### src/rtl/spm_pkg.sv
package spm_pkg;

    typedef enum logic [3:0] {
        ST_IDLE,
        ST_ADDR_LO,
        ST_ADDR_HI,
        ST_WS_DATA,
        ST_RS_HDR,
        ST_RS_DATA,
        ST_CRC_OUT,
        ST_RM_DATA,
        ST_CP_AUTH,
        ST_CP_DONE,
        ST_DEAD
    } spm_state_t;

    typedef enum logic [1:0] {
        LD_OPEN,
        LD_KEEP,
        LD_AND
    } ld_mode_t;

    localparam logic [7:0] CMD_WR_SP  = 8'h0F;
    localparam logic [7:0] CMD_RD_SP  = 8'hAA;
    localparam logic [7:0] CMD_COPY   = 8'h55;
    localparam logic [7:0] CMD_RD_MEM = 8'hF0;
    localparam logic [7:0] LOCK_KEEP  = 8'h55;
    localparam logic [7:0] LOCK_AND   = 8'hAA;
    localparam logic [7:0] FILL_BYTE  = 8'hFF;
    localparam logic [7:0] DONE_BYTE  = 8'hAA;

    function automatic logic lock_code(input logic [7:0] v);
        return (v == LOCK_KEEP) || (v == LOCK_AND);
    endfunction

endpackage

### src/rtl/spm_crc16.sv
module spm_crc16 (
    input  logic        clk,
    input  logic        rst_n,
    input  logic        restart,
    input  logic        step,
    input  logic [7:0]  din,
    output logic [15:0] crc
);
    logic [15:0] crc_q;
    logic [15:0] crc_d;

    always_comb begin
        crc_d = restart ? 16'h0000 : crc_q;
        for (int i = 0; i < 8; i++) begin
            if (crc_d[0] ^ din[i]) begin
                crc_d = (crc_d >> 1) ^ 16'hA001;
            end else begin
                crc_d = crc_d >> 1;
            end
        end
    end

    always_ff @(posedge clk) begin
        if (!rst_n) begin
            crc_q <= '0;
        end else if (step) begin
            crc_q <= crc_d;
        end
    end

    assign crc = crc_q;
endmodule

### src/rtl/spm_array.sv
module spm_array
    import spm_pkg::*;
#(
    parameter int unsigned ROWS       = 18,
    parameter int unsigned DATA_ROWS  = 16,
    parameter int unsigned PAGE_BYTES = 32,
    parameter int unsigned ROW_BYTES  = 8
) (
    input  logic                     clk,
    input  logic                     rst_n,
    input  logic [15:0]              rd_addr,
    output logic [7:0]               rd_data,
    output ld_mode_t                 rd_mode,
    input  logic [15:0]              cp_addr,
    output logic                     cp_block,
    input  logic                     row_we,
    input  logic [ROW_BYTES*8-1:0]   row_data
);
    localparam int unsigned BYTES      = ROWS * ROW_BYTES;
    localparam int unsigned DATA_BYTES = DATA_ROWS * ROW_BYTES;
    localparam int unsigned PAGES      = DATA_BYTES / PAGE_BYTES;
    localparam int unsigned AW         = $clog2(BYTES);
    localparam int unsigned PW         = $clog2(PAGES);
    localparam int unsigned PB_W       = $clog2(PAGE_BYTES);
    localparam int unsigned OFF_W      = $clog2(ROW_BYTES);
    localparam int unsigned CP_IDX     = DATA_BYTES + PAGES;

    logic [7:0]       mem_q [BYTES];
    logic [PAGES-1:0] page_wp;
    logic [PAGES-1:0] page_ep;
    logic [AW-1:0]    row_base;
    logic             cp_lock;

    for (genvar p = 0; p < PAGES; p++) begin : g_page
        assign page_wp[p] = (mem_q[DATA_BYTES + p] == LOCK_KEEP);
        assign page_ep[p] = (mem_q[DATA_BYTES + p] == LOCK_AND);
    end

    assign row_base = {cp_addr[AW-1:OFF_W], {OFF_W{1'b0}}};

    always_ff @(posedge clk) begin
        if (!rst_n) begin
            for (int i = 0; i < BYTES; i++) begin
                mem_q[i] <= FILL_BYTE;
            end
        end else if (row_we) begin
            for (int b = 0; b < ROW_BYTES; b++) begin
                mem_q[row_base + AW'(b)] <= row_data[b*8 +: 8];
            end
        end
    end

    assign rd_data = (rd_addr < 16'(BYTES)) ? mem_q[rd_addr[AW-1:0]] : FILL_BYTE;

    always_comb begin
        rd_mode = LD_OPEN;
        if (rd_addr < 16'(DATA_BYTES)) begin
            if (page_wp[rd_addr[PB_W +: PW]]) begin
                rd_mode = LD_KEEP;
            end else if (page_ep[rd_addr[PB_W +: PW]]) begin
                rd_mode = LD_AND;
            end
        end else if (rd_addr <= 16'(CP_IDX) && lock_code(rd_data)) begin
            rd_mode = LD_KEEP;
        end
    end

    assign cp_lock  = lock_code(mem_q[CP_IDX]);
    assign cp_block = (cp_addr >= 16'(DATA_BYTES)) ? cp_lock
                                                   : (cp_lock && page_wp[cp_addr[PB_W +: PW]]);

    // A locked protection byte keeps its value through any copy of the register row
    assert_lock_hold_R5: assert property (@(posedge clk) disable iff (!rst_n)
        (row_we && cp_addr == 16'(DATA_BYTES) && lock_code(mem_q[DATA_BYTES]))
        |-> (row_data[7:0] == mem_q[DATA_BYTES]));

endmodule

### src/rtl/spad_mem_ctrl.sv
module spad_mem_ctrl
    import spm_pkg::*;
#(
    parameter int unsigned PROG_CYCLES = 2000,
    parameter int unsigned ROWS        = 18,
    parameter int unsigned DATA_ROWS   = 16,
    parameter int unsigned PAGE_BYTES  = 32
) (
    input  logic       clk,
    input  logic       rst_n,
    input  logic       bus_reset,
    input  logic       wr_valid,
    input  logic [7:0] wr_byte,
    input  logic       rd_req,
    output logic       rd_valid,
    output logic [7:0] rd_byte,
    output logic       busy
);
    localparam int unsigned ROW_BYTES = 8;
    localparam int unsigned MEM_TOP   = ROWS * ROW_BYTES;
    localparam int unsigned CNT_W     = $clog2(PROG_CYCLES + 1);

    spm_state_t  state_q, state_d;
    logic [7:0]  cmd_q, lo_q, ta1_q, ta2_q;
    logic [2:0]  e_q, wp_q, off_q;
    logic        pf_q, aa_q;
    logic [1:0]  idx_q;
    logic [15:0] rm_q;
    logic [7:0]  auth0_q, auth1_q;
    logic [7:0]  sp_q [ROW_BYTES];
    logic [CNT_W-1:0] cnt_q;
    logic        rdv_q;
    logic [7:0]  rdb_q;

    logic        busy_w, byte_in, rd_take, copy_ok, row_we;
    logic [7:0]  es_w, out_byte, ld_byte, arr_data, crc_din;
    logic [15:0] tgt_w, arr_addr, crc_w;
    ld_mode_t    arr_mode;
    logic        cp_block, crc_restart, crc_step;
    logic [ROW_BYTES*8-1:0] row_data;

    assign busy_w  = (cnt_q != '0);
    assign byte_in = wr_valid && !busy_w && !bus_reset;
    assign rd_take = rd_req && !wr_valid && !busy_w && !bus_reset;
    assign es_w    = {aa_q, 1'b0, pf_q, 2'b00, e_q};
    assign tgt_w   = {ta2_q, ta1_q};
    assign arr_addr = (state_q == ST_RM_DATA) ? rm_q : {ta2_q, ta1_q[7:3], wp_q};

    for (genvar b = 0; b < ROW_BYTES; b++) begin : g_row
        assign row_data[b*8 +: 8] = sp_q[b];
    end

    spm_array #(
        .ROWS(ROWS), .DATA_ROWS(DATA_ROWS), .PAGE_BYTES(PAGE_BYTES), .ROW_BYTES(ROW_BYTES)
    ) u_array (
        .clk(clk), .rst_n(rst_n),
        .rd_addr(arr_addr), .rd_data(arr_data), .rd_mode(arr_mode),
        .cp_addr(tgt_w), .cp_block(cp_block),
        .row_we(row_we), .row_data(row_data)
    );

    assign crc_restart = byte_in && (state_q == ST_IDLE);
    assign crc_step    = (byte_in && (state_q == ST_IDLE || state_q == ST_WS_DATA ||
                         ((state_q == ST_ADDR_LO || state_q == ST_ADDR_HI) && cmd_q == CMD_WR_SP)))
                      || (rd_take && (state_q == ST_RS_HDR || state_q == ST_RS_DATA));
    assign crc_din     = byte_in ? wr_byte : out_byte;

    spm_crc16 u_crc (
        .clk(clk), .rst_n(rst_n), .restart(crc_restart), .step(crc_step),
        .din(crc_din), .crc(crc_w)
    );

    always_comb begin
        unique case (arr_mode)
            LD_KEEP: ld_byte = arr_data;
            LD_AND:  ld_byte = arr_data & wr_byte;
            default: ld_byte = wr_byte;
        endcase
    end

    assign copy_ok = (auth0_q == ta1_q) && (auth1_q == ta2_q) && (wr_byte == es_w)
                  && (tgt_w < 16'(MEM_TOP)) && !pf_q && !cp_block;
    assign row_we  = byte_in && (state_q == ST_CP_AUTH) && (idx_q == 2'd2) && copy_ok;

    always_comb begin
        unique case (state_q)
            ST_RS_HDR:  out_byte = (idx_q == 2'd0) ? ta1_q : (idx_q == 2'd1) ? ta2_q : es_w;
            ST_RS_DATA: out_byte = sp_q[off_q];
            ST_CRC_OUT: out_byte = (idx_q == 2'd0) ? ~crc_w[7:0] : ~crc_w[15:8];
            ST_RM_DATA: out_byte = (rm_q < 16'(MEM_TOP)) ? arr_data : FILL_BYTE;
            ST_CP_DONE: out_byte = DONE_BYTE;
            default:    out_byte = FILL_BYTE;
        endcase
    end

    always_comb begin
        state_d = state_q;
        unique case (state_q)
            ST_IDLE: if (byte_in) begin
                if (wr_byte == CMD_WR_SP || wr_byte == CMD_RD_MEM) state_d = ST_ADDR_LO;
                else if (wr_byte == CMD_RD_SP)                     state_d = ST_RS_HDR;
                else if (wr_byte == CMD_COPY)                      state_d = ST_CP_AUTH;
                else                                               state_d = ST_DEAD;
            end
            ST_ADDR_LO: if (byte_in) state_d = ST_ADDR_HI;
            ST_ADDR_HI: if (byte_in) state_d = (cmd_q == CMD_WR_SP) ? ST_WS_DATA : ST_RM_DATA;
            ST_WS_DATA: if (byte_in && wp_q == 3'd7) state_d = ST_CRC_OUT;
            ST_RS_HDR:  if (rd_take && idx_q == 2'd2) state_d = ST_RS_DATA;
            ST_RS_DATA: if (rd_take && off_q == e_q) state_d = ST_CRC_OUT;
            ST_CRC_OUT: if (rd_take && idx_q == 2'd1) state_d = ST_DEAD;
            ST_CP_AUTH: if (byte_in && idx_q == 2'd2) state_d = copy_ok ? ST_CP_DONE : ST_DEAD;
            default:    state_d = state_q;
        endcase
    end

    always_ff @(posedge clk) begin
        if (!rst_n || bus_reset) begin
            state_q <= ST_IDLE;
        end else begin
            state_q <= state_d;
        end
    end

    always_ff @(posedge clk) begin
        if (!rst_n) begin
            cmd_q <= '0; lo_q <= '0; ta1_q <= '0; ta2_q <= '0;
            e_q <= '0; wp_q <= '0; off_q <= '0; pf_q <= 1'b0; aa_q <= 1'b0;
            idx_q <= '0; rm_q <= '0; auth0_q <= '0; auth1_q <= '0;
            cnt_q <= '0; rdv_q <= 1'b0; rdb_q <= FILL_BYTE;
            for (int i = 0; i < ROW_BYTES; i++) sp_q[i] <= '0;
        end else begin
            rdv_q <= rd_req;
            rdb_q <= busy_w ? FILL_BYTE : out_byte;

            if (bus_reset || state_d != state_q) begin
                idx_q <= '0;
            end else if ((rd_take && (state_q == ST_RS_HDR || state_q == ST_CRC_OUT))
                      || (byte_in && state_q == ST_CP_AUTH)) begin
                idx_q <= idx_q + 2'd1;
            end

            if (row_we) begin
                cnt_q <= CNT_W'(PROG_CYCLES);
            end else if (busy_w) begin
                cnt_q <= cnt_q - 1'b1;
            end

            if (byte_in) begin
                unique case (state_q)
                    ST_IDLE: begin
                        cmd_q <= wr_byte;
                        off_q <= ta1_q[2:0];
                    end
                    ST_ADDR_LO: lo_q <= wr_byte;
                    ST_ADDR_HI: begin
                        if (cmd_q == CMD_WR_SP) begin
                            ta1_q <= lo_q;
                            ta2_q <= wr_byte;
                            pf_q  <= 1'b1;
                            aa_q  <= 1'b0;
                            e_q   <= lo_q[2:0];
                            wp_q  <= lo_q[2:0];
                        end else begin
                            rm_q <= {wr_byte, lo_q};
                        end
                    end
                    ST_WS_DATA: begin
                        sp_q[wp_q] <= ld_byte;
                        e_q  <= wp_q;
                        wp_q <= wp_q + 3'd1;
                        if (wp_q == 3'd7 && ta1_q[2:0] == 3'd0) pf_q <= 1'b0;
                    end
                    ST_CP_AUTH: begin
                        if (idx_q == 2'd0) auth0_q <= wr_byte;
                        if (idx_q == 2'd1) auth1_q <= wr_byte;
                        if (row_we) aa_q <= 1'b1;
                    end
                    default: ;
                endcase
            end

            if (rd_take && state_q == ST_RS_DATA) off_q <= off_q + 3'd1;
            if (rd_take && state_q == ST_RM_DATA && rm_q < 16'(MEM_TOP)) rm_q <= rm_q + 16'd1;
        end
    end

    assign rd_valid = rdv_q;
    assign rd_byte  = rdb_q;
    assign busy     = busy_w;

    assert_ws_start_R2: assert property (@(posedge clk) disable iff (!rst_n)
        (state_q == ST_ADDR_HI && cmd_q == CMD_WR_SP && byte_in)
        |=> (pf_q && !aa_q && e_q == $past(lo_q[2:0])));

    assert_rd_answer_R6: assert property (@(posedge clk) disable iff (!rst_n)
        rd_req |=> rd_valid);

    assert_copy_flag_R7: assert property (@(posedge clk) disable iff (!rst_n)
        $rose(busy_w) |-> aa_q);

    assert_rm_keeps_R9: assert property (@(posedge clk) disable iff (!rst_n)
        (state_q == ST_RM_DATA && rd_take)
        |=> ($stable(ta1_q) && $stable(ta2_q) && $stable(e_q) && $stable(pf_q)));

    assert_busy_ignore_R11: assert property (@(posedge clk) disable iff (!rst_n)
        (busy_w && wr_valid)
        |=> ($stable(ta1_q) && $stable(ta2_q) && $stable(e_q) && $stable(pf_q) && $stable(aa_q)));

endmodule

### config.mk
export PLATFORM = sky130hd
export DESIGN_NAME = spad_mem_ctrl
export DESIGN_NICKNAME = d
export VERILOG_FILES = /design/src/rtl/spm_pkg.sv /design/src/rtl/spm_crc16.sv /design/src/rtl/spm_array.sv /design/src/rtl/spad_mem_ctrl.sv
export SDC_FILE = /design/constraint.sdc
export NUM_CORES = 2
export LEC_CHECK = 0
export BUFFER_PORTS_ARGS = -buffer_cell sky130_fd_sc_hd__buf_4
export CELL_PAD_IN_SITES_DETAIL_PLACEMENT = 1
export CELL_PAD_IN_SITES_GLOBAL_PLACEMENT = 1
export CORE_ASPECT_RATIO = 1.4
export CORE_MARGIN = 1
export CORE_UTILIZATION = 54
export DETAILED_ROUTE_END_ITERATION = 16
export PLACE_DENSITY = 0.84
export SYNTH_ARGS = -nofsm -noshare
export SYNTH_HDL_FRONTEND = slang
export SYNTH_SLANG_ARGS = --single-unit
### constraint.sdc
create_clock -name clk -period 18.34 [get_ports clk]
set_input_delay 3.668 -clock clk [delete_from_list [all_inputs] [get_ports clk]]
set_output_delay 3.668 -clock clk [all_outputs]
set_load 0.02 [all_outputs]
Word-level counts from Yosys, hierarchy flattened
Memory sizes are Yosys's and may differ from the RTL's. A register that Yosys moved wholly into a read port is not among the register bits.
Index checks and enable logic that the tools add are counted.

operators by class
  $add $sub $neg = 12
  magnitude comparators = 8
  equal/unequal tests = 40
  mux-type cells = 98
  bitwise gates (word level) = 20
  reductions and logical operators = 80

operators by type and width
  cell                                                                 number
  2-to-1 mux 16 bit                                                    14
  2-to-1 mux 8 bit                                                     23
  OR reduction 8 bit                                                   9
  equality test 8 bit (second input constant)                          8
  < comparator 16 x 8 -> 1 bit (second input constant)                 4
  equality test 8 x 7 -> 1 bit (second input constant)                 7
  2-to-1 mux 4 bit                                                     10
  case mux 8 bit (5 select lines)                                      1
  adder 8 x 3 -> 8 bit (second input constant)                         4
  case mux 4 bit (8 select lines)                                      1
  logical AND 1 bit                                                    29
  2-to-1 mux 1 bit                                                     26
  equality test 8 bit                                                  3
  2-to-1 mux 3 bit                                                     8
  inverter 2 -> 3 bit                                                  8
  2-to-1 mux 11 bit                                                    2
  adder 16 x 1 -> 16 bit (second input constant)                       1
  adder 8 x 2 -> 8 bit (second input constant)                         2
  equality test 4 x 3 -> 1 bit (second input constant)                 4
  equality test 8 x 4 -> 1 bit (second input constant)                 2
  greater-or-equal comparator 16 x 8 -> 1 bit (second input constant)  1
  <= comparator 16 x 8 -> 1 bit (second input constant)                1
  inverter 8 bit                                                       2
  case mux 8 bit (2 select lines)                                      1
  33 further kinds                                                     87

storage, ports and cells
  register bits = 117
  RAM bits = 1,216
  input port bits = 13
  output and inout port bits = 10
  word-level logic and storage cells = 279
  memories kept = 2

memory list
  name           depth  bits a word  read ports  clocked after memory_dff  wr ports  RTL line             source
  u_array.mem_q  144    8            6           0                         144       spm_array.sv:28      logic [7:0] mem_q [BYTES];
  sp_q           8      8            9           1                         8         spad_mem_ctrl.sv:30  logic [7:0] sp_q [ROW_BYTES];

Logic depth before layout (Yosys ltp)
  depth in word-level cells = 23
  mapped depth = 21

Hierarchy
Synthesis repeated with hierarchy kept, for this count alone.

unflattened totals
  cell total of the unflattened synthesis = 4,641
  area total of the unflattened synthesis = 65,217.5 µm²

by module, submodules not included
  module         times used  cells each  area an instance (µm²)
  spm_array      1           3,575       55,801.0
  spad_mem_ctrl  1           950         8,396.8
  spm_crc16      1           116         1,019.7

Worst setup path before layout
Ideal clock, no wire load.

  kind = input to register
  from = input port wr_byte[1]
  to = memory u_array.mem_q[16][0], enable pin
  data arrival time = 10,096 ps
  required time = 17,766 ps
  path slack = 7,670 ps
  stages = 11
  buffers on the path = 2
  cell sequence = xor2_1 > nor4_1 > nand4_1 > a2111oi_0 > and2_1 > nand2_1 > nor2_1 > nand2_1 > clkbuf_1 > clkbuf_1 > o21ai_0

RTL lines
  what         RTL line             source
  from (decl)  spad_mem_ctrl.sv:13  input logic [7:0] wr_byte,
  to (decl)    spm_array.sv:28

==> run_results.csv <==
group,metric,value,unit
clock_network,postCtsSetupBuffers,0,
sta,maxSlewViolCount,0,
yosys,ys_warn_count,0,
yosys,syn_area,69500,um2
finish,final_common_cell,"edfxtp_1",
grt,grt_max_degree,168,
power,netSwitchingFraction,23.7,%
floorplan,core_area,128000,um2
critical_path,setup.worst_path.class,"in2reg",
floorplan,initial_core_util,54.5,%
grt,grt_use_total,42.6,%
power,power,7090,uW
finish,nFillCells,12900,
yosys,synth_xor_xnor_area_share,0.751,%
power,seq_power_share,53.9,%
grt,grt_pass1_vias,57400,
power,p_clk_share,40.6,%
yosys,syn_avg_cell_area,11.4,um2
sta,fin_skew,0.0344,ns
clock_network,hold_buffers,0,
yosys,muxShareOfSynthArea,4.46,%
critical_path,cpMostUsedCell,"buf_4",
clock_network,clockBufferDepth,3,
route,drt_iter0_markers,8449,
place,dp_slack,8.40,ns
route,firstDrtPassIters,8,
power,p_int,5410,uW
floorplan,die_y,427,um
yosys,synth-simple-area-share,21.3,%
sta,fin_ws,8.86,ns
place,gp_congestion,0.938,
floorplan,die_area,130000,um2
power,switchingPower,1680,uW
clock_network,cts-root-buf,"clkbuf_16",
sta,timing.hold.ws,0.463,ns
critical_path,r2r_slack,9.24,ns
place,post-dp-hpwl,162000,um
place,io_buffers,22,
route,wire_per_inst,35.9,um
finish,syn2layout_area_growth,9.13,%
yosys,synth_ff_type,"edfxtp_1",
route,via_per_inst,7.28,
worst_hold_path,min_from,"rm_q[15]",
clock_network,htree_levels,4,
critical_path,rr_worst_depth,18,
grt,grt_pass1_wl,397000,um
route,routed_wl,280000,um
floorplan,io_pins,23,
critical_path,crit_buf_inv,4,
critical_path,cpLargestDelayFamily,"simple AND/OR/NAND/NOR gates",
finish,post-route-util,59.4,%
clock_network,clock_sinks,1448,
yosys,yosys.area_share.adder,0.144,%
finish,layout_common_cells,"1328 x edfxtp_1, 1161 x or3_1, 997 x nand2_1",
clock_network,cts-buffers-inserted,141,
power,power_frac_comb,5.5,%
yosys,synth_seq_cells,1448,
run,maxCapViolations,0,
critical_path,worst_path_largest_cell_delay,0.75,ns
yosys,ys_seq_area_share,60.8,%
worst_hold_path,holdPathStages,2,
yosys,synth-compound-area-share,8.43,%
grt,grt-ovfl-total,0,
sta,setup_viol,0,
yosys,synth_top_family_by_area,"simple AND/OR/NAND/NOR gates",
power,peakVddDrop,0.0000600,V
critical_path,path_cells,"buf_4 -> xor2_1 -> nor4_1 -> nand4_1 -> a2111oi_0 -> and2_1 -> nand2_1 -> nor2_1 -> nand2_4 -> buf_4 -> buf_4 -> o21ai_4 -> buf_4",
worst_hold_path,min_to,"rm_q[15]",
sta,relSlewSlack,6.82,%
yosys,async_reset_ff_share,0,%
yosys,netlist_instances,6118,
sta,fin_setup_tns,0,ns
route,drtAntennaViolNets,0,
critical_path,reg2reg_to,"sp_q[4][2]",
grt,antenna_found_initial,32,
power,p_leak,0.0249,uW
sta,rsz0062_at_grt,"no",
finish,nets,6001,
sta,worstMarginPinSlew,1.39,ns
outcome,status,"finished, final reports clean",
critical_path,cp-end-kind,"flop",
sta,fin_crit_sh,51.7,%
route,drcViolationCount,0,
clock_network,cts.clk_slew.worst_paths,0.06,ns
finish,drive_gt1_share,9.64,%
critical_path,startpoint_type,"input pin",
sta,fin_crit,9.48,ns
clock_network,cts_resized,0,
route,num_vias,56800,
critical_path,worst_ep_arrival_time,9.90,ns
sta,hold_viol_final,0,
worst_hold_path,hold_class,"reg2reg",
power,power_density,93.4,nW/um2
clock_network,cts_tree,"done",
sta,fmax,0.105,GHz
floorplan,rows,155,
clock_network,clock_latency,0.82,ns
yosys,synth-edff-count,1328,
critical_path,worstPathRequired,18.77,ns
yosys,yosysUniqueCellTypes,104,
critical_path,path_max_fanout,100,
critical_path,rr_startpoint,"state_q[3]",
critical_path,critPathSlowestCell,"buf_4",
floorplan,die_w,305,um
## registers in the layout, summed over array words and instances, names as in the netlist, 11 cells and up, named ones only
signal	count
cnt_q	11
rm_q	16
sp_q	64
u_array.mem_q	1264
u_crc.crc	16
## cell families after synthesis
logic type,Yosys count
buf+inv,634
fa+ha+maj,8
simple gates,2869
mux,267
xor+xnor,57
other cells,1
flops,1448
compound gates,834
## worst max path at each step
stage | start | to | slack, ns | cells after the start
CTS | wr_byte[1] | u_array.mem_q[12][1] | 9.17 | 13
finish | wr_byte[1] | u_array.mem_q[12][1] | 8.86 | 13
detailed placement | wr_byte[1] | u_array.mem_q[3][3] | 8.40 | 13
global placement | wr_byte[1] | u_array.mem_q[9][3] | 8.64 | 13
floorplan | wr_byte[1] | u_array.mem_q[16][0] | 7.67 | 11
global route | wr_byte[1] | u_array.mem_q[12][1] | 8.87 | 13
## layout make-up
cell class / instances / area [um2] / area share [%]
sequential: 1448 / 42300 / 55.7
multi-input combinational: 4147 / 25200 / 33.3
clock buffer: 189 / 3920 / 5.17
tap: 1648 / 2060 / 2.72
timing repair buffer: 224 / 1710 / 2.26
clock inverter: 65 / 430 / 0.567
antenna: 58 / 145 / 0.191
inverter: 18 / 67.6 / 0.0891
## metal layers
layer	up-vias	wire, um	track usage (%)	share of wire [%]
met2	4615	128000	66.6	46
met3	1587	36100	13.8	13
met5	-	135	0	0.048
met1	28100	88700	47.2	32
li1	22500	-	-	-
met4	18	26500	36.4	9.5
## power groups by stage
stage	sequential, uW	combinational (uW)	clock (uW)
6_report	3820	387	2880
5_1_grt	3830	400	2960
4_1_cts	3820	373	2860
3_5_place_dp	3880	367	0
3_3_place_gp	3870	352	0
2_1_floorplan	3880	205	0
## tightest hold or removal path, delay by kind of cell, from the launching register on
family	cells	cell delay (ns)
AND/OR/NAND/NOR	1	0.06
AO/OA/AOI/OAI	1	0.05
flip-flops	1	0.31
## per-stage QoR
| stage | cell area (um2) | std cells |
|---|---|---|
| after floorplan | 69900 | 6229 |
| after CTS | 75700 | 7737 |
| after global placement | 71300 | 7483 |
| final | 75900 | 7797 |
| after detailed placement | 71300 | 7483 |
| after global routing | 75700 | 7747 |
## Yosys cell counts (30+ instances only)
cell type  count  area, um2
a211oi_1      42        315
a21boi_0      72        541
a21oi_1      216       1080
a22oi_1       46        345
a31oi_1       80        500
a32oi_1       48        420
buf_2        105        526
buf_4         46        345
clkbuf_1     428       1610
dfxtp_1      120       2400
edfxtp_1    1328      39900
mux2i_1      207       2070
nand2_1     1003       3760
nand3_1      279       1400
nand4_1       60        375
nor2_1       164        616
nor2b_1       43        269
o21ai_0       82        410
o221a_2       30        338
or3_1       1161       7260
xor2_1        41        359
(Power assumes the default switching activity.)
